===== src/rtl/tod_rtc_pkg.sv =====
package tod_rtc_pkg;

    localparam int REG_AW = 3;

    typedef enum logic [REG_AW-1:0] {
        A_DAY  = 3'd0,
        A_LO   = 3'd1,
        A_HI   = 3'd2,
        A_ADAY = 3'd3,
        A_ALO  = 3'd4,
        A_AHI  = 3'd5,
        A_STS  = 3'd6,
        A_EN   = 3'd7
    } reg_addr_e;

    localparam int ST_ALM  = 0;
    localparam int ST_TICK = 1;
    localparam int ST_OVF  = 2;
    localparam int NUM_SRC = 3;

endpackage


===== src/rtl/tod_counter.sv =====
module tod_counter #(
    parameter int DAY_W       = 15,
    parameter int LO_W        = 8,
    parameter int HI_W        = 9,
    parameter int SEC_PER_DAY = 86400
) (
    input  logic             clk_i,
    input  logic             rst_ni,
    input  logic             tick_i,
    input  logic             wr_day_i,
    input  logic             wr_lo_i,
    input  logic             wr_hi_i,
    input  logic [DAY_W-1:0] day_wr_i,
    input  logic [LO_W-1:0]  lo_wr_i,
    input  logic [HI_W-1:0]  hi_wr_i,
    output logic [DAY_W-1:0] day_o,
    output logic [LO_W-1:0]  lo_o,
    output logic [HI_W-1:0]  hi_o,
    output logic             day_wrap_o
);
    localparam int SEC_W    = LO_W + HI_W;
    localparam int LAST_SEC = SEC_PER_DAY - 1;

    typedef struct packed {
        logic [DAY_W-1:0] day;
        logic [HI_W-1:0]  hi;
        logic [LO_W-1:0]  lo;
    } tod_t;

    tod_t cur_q, nxt_d;
    logic [SEC_W-1:0] secs, secs_step;
    logic [DAY_W-1:0] day_step;

    always_comb begin
        secs       = {cur_q.hi, cur_q.lo};
        secs_step  = secs;
        day_step   = cur_q.day;
        day_wrap_o = 1'b0;
        if (tick_i) begin
            if (secs >= SEC_W'(LAST_SEC)) begin
                secs_step  = '0;
                day_step   = cur_q.day + 1'b1;
                day_wrap_o = (cur_q.day == '1);
            end else begin
                secs_step  = secs + 1'b1;
            end
        end
        // a written field overrides its own ticked value only
        nxt_d.day = wr_day_i ? day_wr_i : day_step;
        nxt_d.lo  = wr_lo_i  ? lo_wr_i  : secs_step[LO_W-1:0];
        nxt_d.hi  = wr_hi_i  ? hi_wr_i  : secs_step[SEC_W-1:LO_W];
    end

    always_ff @(posedge clk_i) begin
        if (!rst_ni) cur_q <= '0;
        else         cur_q <= nxt_d;
    end

    assign day_o = cur_q.day;
    assign lo_o  = cur_q.lo;
    assign hi_o  = cur_q.hi;
endmodule


===== src/rtl/tod_alarm.sv =====
module tod_alarm #(
    parameter int DAY_W = 15,
    parameter int LO_W  = 8,
    parameter int HI_W  = 9
) (
    input  logic             clk_i,
    input  logic             rst_ni,
    input  logic             wr_day_i,
    input  logic             wr_lo_i,
    input  logic             wr_hi_i,
    input  logic [DAY_W-1:0] day_wr_i,
    input  logic [LO_W-1:0]  lo_wr_i,
    input  logic [HI_W-1:0]  hi_wr_i,
    input  logic [DAY_W-1:0] now_day_i,
    input  logic [LO_W-1:0]  now_lo_i,
    input  logic [HI_W-1:0]  now_hi_i,
    output logic [DAY_W-1:0] day_o,
    output logic [LO_W-1:0]  lo_o,
    output logic [HI_W-1:0]  hi_o,
    output logic             hit_evt_o
);
    typedef struct packed {
        logic [DAY_W-1:0] day;
        logic [HI_W-1:0]  hi;
        logic [LO_W-1:0]  lo;
        logic             hit;
    } alm_t;

    alm_t cur_q, nxt_d;
    logic hit_now;

    always_comb begin
        nxt_d   = cur_q;
        hit_now = (now_day_i == cur_q.day) && (now_hi_i == cur_q.hi)
               && (now_lo_i == cur_q.lo);
        if (wr_day_i) nxt_d.day = day_wr_i;
        if (wr_lo_i)  nxt_d.lo  = lo_wr_i;
        if (wr_hi_i)  nxt_d.hi  = hi_wr_i;
        nxt_d.hit = hit_now;
        // only the first cycle of equality is an event
        hit_evt_o = hit_now && !cur_q.hit;
    end

    always_ff @(posedge clk_i) begin
        if (!rst_ni) begin
            cur_q     <= '0;
            cur_q.hit <= 1'b1; // reset values already match; not an event
        end else begin
            cur_q <= nxt_d;
        end
    end

    assign day_o = cur_q.day;
    assign lo_o  = cur_q.lo;
    assign hi_o  = cur_q.hi;
endmodule


===== src/rtl/tod_irq_ctrl.sv =====
module tod_irq_ctrl #(
    parameter int NSRC = 3
) (
    input  logic            clk_i,
    input  logic            rst_ni,
    input  logic [NSRC-1:0] evt_i,
    input  logic            wr_clr_i,
    input  logic            wr_en_i,
    input  logic [NSRC-1:0] data_i,
    output logic [NSRC-1:0] sts_o,
    output logic [NSRC-1:0] en_o,
    output logic            irq_o
);
    typedef struct packed {
        logic [NSRC-1:0] sts;
        logic [NSRC-1:0] en;
    } irq_t;

    irq_t cur_q, nxt_d;
    logic [NSRC-1:0] clr_mask;

    always_comb begin
        clr_mask  = wr_clr_i ? data_i : '0;
        nxt_d.sts = (cur_q.sts & ~clr_mask) | evt_i; // set beats clear
        nxt_d.en  = wr_en_i ? data_i : cur_q.en;
    end

    always_ff @(posedge clk_i) begin
        if (!rst_ni) cur_q <= '0;
        else         cur_q <= nxt_d;
    end

    assign sts_o = cur_q.sts;
    assign en_o  = cur_q.en;
    assign irq_o = |(cur_q.sts & cur_q.en);
endmodule


===== src/rtl/tod_rtc.sv =====
module tod_rtc
    import tod_rtc_pkg::*;
#(
    parameter int DAY_W       = 15,
    parameter int LO_W        = 8,
    parameter int HI_W        = 9,
    parameter int SEC_PER_DAY = 86400,
    parameter int DATA_W      = 16
) (
    input  logic              clk_i,
    input  logic              rst_ni,
    input  logic              tick_i,
    input  logic              wr_en_i,
    input  logic [REG_AW-1:0] addr_i,
    input  logic [DATA_W-1:0] wr_data_i,
    output logic [DATA_W-1:0] rd_data_o,
    output logic              irq_o
);
    logic [DAY_W-1:0]   day_w, aday_w;
    logic [LO_W-1:0]    lo_w, alo_w;
    logic [HI_W-1:0]    hi_w, ahi_w;
    logic [NUM_SRC-1:0] sts_w, en_w, evt_w;
    logic               day_wrap_w, alm_evt_w;
    logic [7:0]         wsel;
    logic               wr_data_unused;

    assign wr_data_unused = ^wr_data_i;

    for (genvar g = 0; g < 8; g++) begin : g_wsel
        assign wsel[g] = wr_en_i && (addr_i == REG_AW'(g));
    end

    tod_counter #(
        .DAY_W(DAY_W), .LO_W(LO_W), .HI_W(HI_W), .SEC_PER_DAY(SEC_PER_DAY)
    ) u_cnt (
        .clk_i(clk_i), .rst_ni(rst_ni), .tick_i(tick_i),
        .wr_day_i(wsel[A_DAY]), .wr_lo_i(wsel[A_LO]), .wr_hi_i(wsel[A_HI]),
        .day_wr_i(wr_data_i[DAY_W-1:0]), .lo_wr_i(wr_data_i[LO_W-1:0]),
        .hi_wr_i(wr_data_i[HI_W-1:0]),
        .day_o(day_w), .lo_o(lo_w), .hi_o(hi_w), .day_wrap_o(day_wrap_w)
    );

    tod_alarm #(
        .DAY_W(DAY_W), .LO_W(LO_W), .HI_W(HI_W)
    ) u_alm (
        .clk_i(clk_i), .rst_ni(rst_ni),
        .wr_day_i(wsel[A_ADAY]), .wr_lo_i(wsel[A_ALO]), .wr_hi_i(wsel[A_AHI]),
        .day_wr_i(wr_data_i[DAY_W-1:0]), .lo_wr_i(wr_data_i[LO_W-1:0]),
        .hi_wr_i(wr_data_i[HI_W-1:0]),
        .now_day_i(day_w), .now_lo_i(lo_w), .now_hi_i(hi_w),
        .day_o(aday_w), .lo_o(alo_w), .hi_o(ahi_w), .hit_evt_o(alm_evt_w)
    );

    always_comb begin
        evt_w          = '0;
        evt_w[ST_ALM]  = alm_evt_w;
        evt_w[ST_TICK] = tick_i;
        evt_w[ST_OVF]  = day_wrap_w;
    end

    tod_irq_ctrl #(.NSRC(NUM_SRC)) u_irq (
        .clk_i(clk_i), .rst_ni(rst_ni), .evt_i(evt_w),
        .wr_clr_i(wsel[A_STS]), .wr_en_i(wsel[A_EN]),
        .data_i(wr_data_i[NUM_SRC-1:0]),
        .sts_o(sts_w), .en_o(en_w), .irq_o(irq_o)
    );

    always_comb begin
        rd_data_o = '0;
        case (reg_addr_e'(addr_i))
            A_DAY:   rd_data_o[DAY_W-1:0]   = day_w;
            A_LO:    rd_data_o[LO_W-1:0]    = lo_w;
            A_HI:    rd_data_o[HI_W-1:0]    = hi_w;
            A_ADAY:  rd_data_o[DAY_W-1:0]   = aday_w;
            A_ALO:   rd_data_o[LO_W-1:0]    = alo_w;
            A_AHI:   rd_data_o[HI_W-1:0]    = ahi_w;
            A_STS:   rd_data_o[NUM_SRC-1:0] = sts_w;
            A_EN:    rd_data_o[NUM_SRC-1:0] = en_w;
            default: rd_data_o = '0;
        endcase
    end
endmodule


===== config.mk =====
export PLATFORM = sky130hd
export DESIGN_NAME = tod_rtc
export DESIGN_NICKNAME = d
export VERILOG_FILES = /design/src/rtl/tod_rtc_pkg.sv /design/src/rtl/tod_counter.sv /design/src/rtl/tod_alarm.sv /design/src/rtl/tod_irq_ctrl.sv /design/src/rtl/tod_rtc.sv
export SDC_FILE = /design/constraint.sdc
export NUM_CORES = 1
export LEC_CHECK = 0
export CORE_MARGIN = 2
export CORE_UTILIZATION = 50
export DETAILED_ROUTE_END_ITERATION = 12
export GPL_ROUTABILITY_DRIVEN = 0
export PLACE_DENSITY = 0.71
export SKIP_CTS_REPAIR_TIMING = 1
export SKIP_LAST_GASP = 1
export SYNTH_ARGS = -nofsm -noshare
export SYNTH_HDL_FRONTEND = slang
export SYNTH_SLANG_ARGS = --single-unit

===== constraint.sdc =====
create_clock -name clk_i -period 6.2 [get_ports clk_i]
set_clock_uncertainty 0.2 [all_clocks]
set_input_delay 1.24 -clock clk_i [delete_from_list [all_inputs] [get_ports clk_i]]
set_output_delay 1.24 -clock clk_i [all_outputs]
set_load 0.01 [all_outputs]

==> results of run 1 <==
==> where the power goes <==
group	internal, mW	leakage [nW]	total, mW	switching, mW
Clock	0.146	0.0929	0.341	0.196
Sequential	0.469	0.576	0.490	0.0208
Combinational	0.0595	0.981	0.131	0.0718
==> cell usage in the layout (no fill, tap or decap), drive strengths merged, types with 3 or more instances in the layout <==
cell | synthesis | routed
a21boi | 33 | 33
a21oi | 26 | 26
a221oi | 7 | 7
a22oi | 6 | 6
a311oi | 3 | 3
a31oi | 4 | 4
and2 | 9 | 9
and3 | 11 | 11
and4 | 5 | 5
buf | 11 | 7
clkbuf | 35 | 9
clkdlybuf4s50 | 0 | 36
clkinv | 0 | 7
dfxtp | 71 | 71
inv | 4 | 4
mux2i | 14 | 14
mux4 | 6 | 6
nand2 | 90 | 90
nand2b | 4 | 4
nand3 | 19 | 19
nand4 | 15 | 15
nor2 | 25 | 25
nor2b | 14 | 14
nor3 | 9 | 9
nor3b | 10 | 10
o21ai | 29 | 29
o221ai | 3 | 3
o22ai | 3 | 3
xnor2 | 42 | 42
xor2 | 13 | 13
==> logic make-up after synthesis <==
family / after synthesis
flops: 71
other cells: 1
compound gates: 124
fa+ha+maj: 2
mux: 22
simple gates: 220
buf+inv: 50
xor+xnor: 55
==> Yosys cell counts, types with 2 or more instances <==
cell and count:
nand2_1 89, dfxtp_1 71, xnor2_1 42, clkbuf_1 34, a21boi_0 33, o21ai_0 29
a21oi_1 26, nor2_1 25, nand3_1 18, mux2i_1 14, nand4_1 14, nor2b_1 14
xor2_1 13, and3_1 11, nor3b_1 10, and2_1 9, nor3_1 8, a221oi_1 7
a22oi_1 6, mux4_2 6, and4_1 5, a31oi_1 4, buf_4 4, inv_1 4
nand2b_1 4, buf_1 3, o221ai_1 3, o22ai_1 3, a211oi_1 2, a311oi_1 2
a41oi_1 2, buf_2 2, buf_6 2, ha_1 2, mux2_2 2, nor4_1 2
or4_1 2
==> area by class of cell <==
| type | instances | area [sq um] | share of cell area |
|---|---|---|---|
| multi-input combinational | 424 | 2750 | 0.560 |
| sequential | 71 | 1420 | 0.290 |
| timing repair buffer | 43 | 410 | 0.0837 |
| tap | 108 | 135 | 0.0276 |
| clock buffer | 9 | 124 | 0.0253 |
| clock inverter | 7 | 50.0 | 0.0102 |
| inverter | 4 | 15.0 | 0.00306 |
==> path summary, 6_finish.rpt <==
| path | depth (start not counted) | slack (ns) | to |
|---|---|---|---|
| worst max-delay path | 4 | 1.04 | rd_data_o[1] |
| worst min-delay path | 2 | 0.30 | u_alm.lo_o[1]$_SDFFE_PN0P_ |
| worst max register to register | 7 | 3.48 | u_irq.sts_o[2]$_SDFF_PN0_ |
| worst min register to register | 2 | 0.30 | u_alm.lo_o[1]$_SDFFE_PN0P_ |
==> stage by stage <==
stage / utilization / power (mW) / hold WS [ns] / setup WS [ns] / instance area [sq um]
floorplan: - / 0.578 / 0.250 / 2.16 / 4380
global placement: 0.550 / 0.626 / 0.279 / 1.05 / 4730
detailed placement: 0.550 / 0.629 / 0.287 / 1.04 / 4730
CTS: 0.570 / 0.963 / 0.307 / 1.05 / 4900
global route: 0.570 / 0.994 / 0.331 / 0.888 / 4900
finish: 0.570 / 0.963 / 0.303 / 1.04 / 4900
==> state kept, by name, summed over array words and instances, names as in the netlist <==
register     flops
u_cnt.lo_o       8
u_cnt.day_o     15
u_irq.en_o       3
u_alm.lo_o       8
u_alm.cur_q      1
u_cnt.hi_o       9
u_alm.day_o     15
u_irq.sts_o      3
u_alm.hi_o       9
==> worst min-delay path: stages, from the launching register on <==
cell and delay, ns:
dfxtp_1 0.34, nand2_1 0.06, a21boi_0 0.06
==> layer usage <==
layer  up-vias  global-route usage  share of wire
li1       1933                   -              -
met1      1917               0.353           0.42
met2       205               0.420           0.46
met3        29              0.0633          0.094
met4         0               0.101          0.027
met5         -                   0              0
==> flow_summary.ini, run 1 <==
[final_layout]
instances_no_fill = 666
synthToLayoutAreaGrowth_pct = 11.9
diodes = 0
nFillCells = 815
layout.nets = 578
drive_gt1_frac = 0.0681

[worst_setup_path]
cp_max_fo = 25
timing.rr.start = u_cnt.lo_o[0]$_SDFFE_PN0P_
cp-startpoint = addr_i[2]
cp_data_arrival_time_ns = 3.72
startpoint_type = primary input
critPathTopFamily = buffers and inverters
path_common_cell = clkdlybuf4s50_1
required_ns = 4.76
endpoint_kind = output port
crit_slowest_cell = clkdlybuf4s50_1
worstPathCellList = clkdlybuf4s50_1 -> mux4_2 -> mux2_2 -> clkdlybuf4s50_1
worst-path-buf-inv = 2
critPathKind = in2out
cpPeakStageDelay_ns = 1.12

[synth]
synth_edf_count = 0
synth-main-ff-cell = dfxtp_1
synthesis.nets = 570
synth-simple-area-share = 0.254
synth_top_area_frac = 0.324
yosys.area.top_type = dfxtp_1
ys_seq_area_frac = 0.324
synth_top_family_by_area = simple AND/OR/NAND/NOR gates
synthTopCellsByArea = dfxtp_1 (32%), xnor2_1 (8.4%), nand2_1 (7.6%), a21boi_0 (5.7%), o21ai_0 (3.3%)
syn_area_sq_um = 4380
synth-adder-area-share = 0.00571
syn_area_per_cell_sq_um = 8.04
ys_types = 55
async_reset_ff_frac = 0
synth_mux_area_frac = 0.0680
yosysWarnings = 0
ys_ff_latch = 71
synth-compound-area-share = 0.186
syn_inst = 545
synth_xor_area_frac = 0.110

[worst_hold_path]
min_from = u_alm.lo_o[1]$_SDFFE_PN0P_
hold_path_class = reg2reg

[power_and_ir_drop]
peakVddDrop_mv = 0.128
power.density_nw_per_um2 = 196
power.leakage_nw = 1.65

[floorplan]
num_rows = 34
start_util = 0.510
coreArea_sq_um = 8590
io_pins = 40
design.die.area_sq_um = 9530
die_w_um = 97.6
die_h_um = 97.6

[route]
drc = 0
num_vias = 4084
first_pass_iters = 5
via_per_inst = 6.13
wl_per_cell_um = 19.0
drt_wl_total_mm = 12.6
ant_nets = 0
drt-initial-drc-count = 367

[sta]
rsz0062_at_grt = no
worstMarginPinSlew_ns = 1.13
setup_violations = 0
fmax_ghz = 0.194
slew_violations = 0
fin_crit_ns = 5.16
setup_tns_ns = 0
fin_crit_sh = 0.833
hold_violations = 0
relSlewSlack = 0.247

[global_route]
grt_pass1_vias = 3814
grt_max_degree = 75
antenna_found_initial = 0
grt_pass1_wl_mm = 20.0
grt.total_usage = 0.266
grt-ovfl-total = 0

[placement]
place_inst = 650
hpwl_mm = 8.73
io_buffers = 37

[clock_tree]
cts_root_buffer = clkbuf_8
htreeDepth = 3
clk_pin_slew_ns = 0.08
clock-sinks = 71
cts-buffers-inserted = 9
clk_latency_ns = 0.36
clockBufferDepth = 2
cts_tree = yes

[status]
status = finished, final reports clean

[run]
max_cap_viol_count = 0
Power figures use the tool's default switching activity.
==> inputs of run 2 (changes only) <==
--- a/config.mk
+++ b/config.mk
@@ -9,7 +9,7 @@
 export CORE_UTILIZATION = 50
 export DETAILED_ROUTE_END_ITERATION = 12
 export GPL_ROUTABILITY_DRIVEN = 0
-export PLACE_DENSITY = 0.71
+export PLACE_DENSITY = 0.74
 export SKIP_CTS_REPAIR_TIMING = 1
 export SKIP_LAST_GASP = 1
 export SYNTH_ARGS = -nofsm -noshare
==> constraint.sdc (replaced) <==
create_clock -name clk_i -period 4.6 [get_ports clk_i]
set_clock_uncertainty 0.2 [all_clocks]
set_input_delay 0.92 -clock clk_i [delete_from_list [all_inputs] [get_ports clk_i]]
set_output_delay 0.92 -clock clk_i [all_outputs]
set_load 0.01 [all_outputs]
==> flow_summary.ini, run 2 (synthesis results as in run 1) <==
[final_layout]
layout.nets = 581
drive_gt1_frac = 0.0731
final_util = 0.580
final_common_cell = nand2_1
nFillCells = 785
synthToLayoutAreaGrowth_pct = 13.8
diodes = 0
final_cell_mix = nand2_1 (89), dfxtp_1 (71), xnor2_1 (42)

[global_route]
grt-ovfl-total = 0
grt_max_degree = 75
grt_pass1_vias = 3870
grt_pass1_wl_mm = 20.2
antenna_found_initial = 0
grt.total_usage = 0.271

[clock_tree]
cts-buffers-inserted = 9
clk_pin_slew_ns = 0.07
clockBufferDepth = 2
htreeDepth = 3
clock-sinks = 71
cts_root_buffer = clkbuf_8
clk_latency_ns = 0.36
cts_tree = yes

[worst_hold_path]
hold-path-cell-count = 2
hold_path_class = reg2reg

[floorplan]
start_util = 0.510
die_h_um = 97.6
die_w_um = 97.6
coreArea_sq_um = 8590
io_pins = 40
design.die.area_sq_um = 9530
num_rows = 34

[route]
drt_wl_total_mm = 12.7
wl_per_cell_um = 19.0
drt-initial-drc-count = 396
ant_nets = 0
first_pass_iters = 5
via_per_inst = 6.19
drc = 0
num_vias = 4139

[power_and_ir_drop]
power.density_nw_per_um2 = 290
power_mw = 1.44
peakVddDrop_mv = 0.176
power.leakage_nw = 1.69

[sta]
worstMarginPinSlew_ns = 1.12
slew_violations = 0
rsz0062_at_grt = no
fin_crit_ns = 4.32
hold_violations = 0
relSlewSlack = 0.256
setup_violations = 0
setup_tns_ns = 0
fmax_ghz = 0.232
fin_crit_sh = 0.938

[status]
status = finished, final reports clean

[placement]
hpwl_mm = 8.83
io_buffers = 37

[worst_setup_path]
cp_max_fo = 13
cp_data_arrival_time_ns = 3.20
endpoint_kind = output port
crit_slowest_cell = clkdlybuf4s50_1
worstPathCellList = clkdlybuf4s50_1 -> buf_4 -> nor2_1 -> a22oi_1 -> nor2_1 -> clkdlybuf4s50_1
required_ns = 3.48
critPathTopFamily = buffers and inverters
startpoint_type = primary input
critPathKind = in2out
cpPeakStageDelay_ns = 0.69
cp.depth = 6
rr_worst_depth = 7
worst-path-buf-inv = 3

[run]
max_cap_viol_count = 0
==> run 2: cell types whose count changed in the layout (fill, tap and decap cells not counted) <==
cell	before	now
buf_4	6	9
bufinv_16	0	2
clkbuf_8	9	10
clkinv_2	3	0
clkinv_4	4	0
inv_6	0	3
inv_8	0	1
==> run 2: cell type report <==
cell class                      instances  area (sq um)  area share
Clock buffer                           10           138      0.0276
Inverter                                4          15.0     0.00301
Sequential cell                        71          1420       0.285
Clock inverter                          6          97.6      0.0196
Multi-Input combinational cell        424          2750       0.551
Tap cell                              108           135      0.0271
Timing Repair Buffer                   46           433      0.0868
==> run 2: worst paths after layout <==
path	start	end	slack, ns
worst max-delay path	addr_i[1]	rd_data_o[14]	0.28
worst max register to register	u_cnt.lo_o[0]$_SDFFE_PN0P_	u_cnt.day_o[1]$_SDFFE_PN0P_	1.51
worst min register to register	u_alm.lo_o[4]$_SDFFE_PN0P_	u_alm.lo_o[4]$_SDFFE_PN0P_	0.30
worst min-delay path	u_alm.lo_o[4]$_SDFFE_PN0P_	u_alm.lo_o[4]$_SDFFE_PN0P_	0.30
==> run 2: routing by layer <==
layer | wire length [um] | track usage
met1 | 5370 | 0.363
met3 | 1050 | 0.0619
met2 | 5850 | 0.421
met4 | 410 | 0.110
met5 | 0 | 0
==> run 2: per-stage QoR <==
stage	instances	hold WS, ns	area [sq um]	setup slack (ns)
after global routing	669	0.328	4980	0.197
after global placement	653	0.278	4750	0.314
after detailed placement	653	0.289	4750	0.336
after CTS	669	0.301	4980	0.328
after floorplan	545	0.250	4380	1.20
final	669	0.302	4980	0.283
==> run 2: power breakdown <==
part / internal, mW / total, mW / switching (mW)
sequential: 0.632 / 0.661 / 0.0287
combinational: 0.0815 / 0.178 / 0.0963
clock: 0.330 / 0.604 / 0.274
==> run 2: worst min-delay path: cells and delay by family, from the launching register on <==
kind | cells | cell delay, ns
compound gates | 1 | 0.07
flops | 1 | 0.33
simple gates | 1 | 0.05
==> inputs of run 3 (changes only) <==
--- a/config.mk
+++ b/config.mk
@@ -6,12 +6,12 @@
 export NUM_CORES = 1
 export LEC_CHECK = 0
 export CORE_MARGIN = 2
-export CORE_UTILIZATION = 50
+export CORE_UTILIZATION = 52
 export DETAILED_ROUTE_END_ITERATION = 12
 export GPL_ROUTABILITY_DRIVEN = 0
-export PLACE_DENSITY = 0.74
+export MAX_ROUTING_LAYER = met4
+export PLACE_DENSITY = 0.76
 export SKIP_CTS_REPAIR_TIMING = 1
-export SKIP_LAST_GASP = 1
 export SYNTH_ARGS = -nofsm -noshare
 export SYNTH_HDL_FRONTEND = slang
 export SYNTH_SLANG_ARGS = --single-unit
==> flow_summary.ini, run 3 (synthesis results as in run 1) <==
[status]
status = finished, final reports clean

[worst_hold_path]
hold_path_end = u_alm.hi_o[3]$_SDFFE_PN0P_
min_from = u_alm.hi_o[3]$_SDFFE_PN0P_
hold-path-cell-count = 2
hold_path_class = reg2reg

[route]
num_vias = 4181
via_per_inst = 6.27
drt-initial-drc-count = 460
first_pass_iters = 7
ant_nets = 0
wl_per_cell_um = 19.4
drt_wl_total_mm = 12.9
drc = 0

[global_route]
met1_usage = 0.403
busiest_layer = met2
grt-ovfl-total = 0
grt_pass1_wl_mm = 20.3
grt_use_met2 = 0.457
grt_max_degree = 75
grt.total_usage = 0.302
grt_use_met3 = 0.0572
antenna_found_initial = 0
grt_pass1_vias = 3858

[clock_tree]
clk_pin_slew_ns = 0.08
cts_root_buffer = clkbuf_8
clockBufferDepth = 2
clock-sinks = 71
cts-buffers-inserted = 9
clk_latency_ns = 0.36
htreeDepth = 3
cts_tree = yes

[floorplan]
coreArea_sq_um = 8180
die_w_um = 95.8
num_rows = 33
die_h_um = 95.8
io_pins = 40
start_util = 0.536
design.die.area_sq_um = 9180

[placement]
dpl_cell_area_sq_um = 4770
place_inst = 651
hpwl_mm = 8.89
io_buffers = 37
dp_slack_ns = 0.383

[worst_setup_path]
required_ns = 3.48
reg2reg_to = u_irq.sts_o[2]$_SDFF_PN0_
rr_worst_depth = 7
critPathKind = in2out
startpoint_type = primary input
endpoint_kind = output port
r2r_slack_ns = 1.60
timing.rr.start = u_cnt.lo_o[0]$_SDFFE_PN0P_
cp_max_fo = 13
cp_data_arrival_time_ns = 3.13

[power_and_ir_drop]
switchingPower_mw = 0.381
power.leakage_nw = 1.68
switching_share = 0.281
peakVddDrop_mv = 0.196
power.density_nw_per_um2 = 274
clock_power_share = 0.379
p_comb_frac = 0.134
p_int_mw = 0.978
power_frac_seq = 0.487

[final_layout]
drive_gt1_frac = 0.0747
final_cell_mix = nand2_1 (89), dfxtp_1 (71), xnor2_1 (42)
layout.nets = 582
final_area_sq_um = 4960
diodes = 0
synthToLayoutAreaGrowth_pct = 13.3
final_common_cell = nand2_1
instances_no_fill = 667

[sta]
setup_violations = 0
worstMarginPinSlew_ns = 1.14
setup_slack_ns = 0.352
slew_violations = 0
fin_crit_ns = 4.25
rsz0062_at_grt = no
relSlewSlack = 0.237
fin_crit_sh = 0.924
fmax_ghz = 0.235
hold_violations = 0
setup_tns_ns = 0

[run]
max_cap_viol_count = 0
==> run 3: cell types whose count changed in the layout (fill, tap and decap cells not counted) <==
cell,change
buf_12,+1
bufinv_16,-1
clkinv_2,+3
clkinvlp_4,+2
inv_6,-3
inv_8,-1
==> run 3: per-stage QoR <==
step                hold WS [ns]  power, mW  utilization
detailed placement         0.291      0.852        0.583
finish                     0.301       1.36        0.607
global route               0.324       1.40        0.607
floorplan                  0.250      0.779            -
global placement           0.281      0.847        0.583
CTS                        0.302       1.36        0.607
==> run 3: power groups by stage <==
stage	clock (mW)	sequential (mW)	combinational [mW]
final	0.515	0.661	0.183
after global routing	0.542	0.663	0.197
after CTS	0.518	0.660	0.179
after detailed placement	0	0.674	0.178
after global placement	0	0.673	0.174
after floorplan	0	0.660	0.119
==> run 3: layer usage <==
layer | vias to the layer above | routed length (um) | part of all wire
li1 | 1940 | - | -
met1 | 1958 | 5490 | 0.42
met2 | 238 | 5760 | 0.45
met3 | 45 | 1250 | 0.096
met4 | 0 | 446 | 0.034
met5 | - | 0 | 0
==> run 3: worst max-delay path by stage <==
stage	to	cells past startpoint	startpoint	slack, ns
after global placement	rd_data_o[0]	4	addr_i[1]	0.38
final	rd_data_o[0]	4	addr_i[1]	0.35
after CTS	rd_data_o[0]	4	addr_i[1]	0.38
after floorplan	rd_data_o[0]	4	addr_i[0]	1.20
after detailed placement	rd_data_o[0]	4	addr_i[1]	0.38
after global routing	rd_data_o[11]	5	addr_i[1]	0.27
==> run 3: layout make-up <==
type / instances / area [sq um]
fillers: 708 / 3210
flip-flops and latches: 71 / 1420
multi-input cells: 424 / 2750
repair buffers: 47 / 453
inverters: 4 / 15.0
well taps: 105 / 131
clock buffers: 10 / 138
clock inverters: 6 / 60.1
==> run 3: worst max-delay path, stage by stage <==
cell and delay (ns):
clkdlybuf4s50_1 0.85, mux4_2 0.59, mux2_2 0.28, clkdlybuf4s50_1 0.48
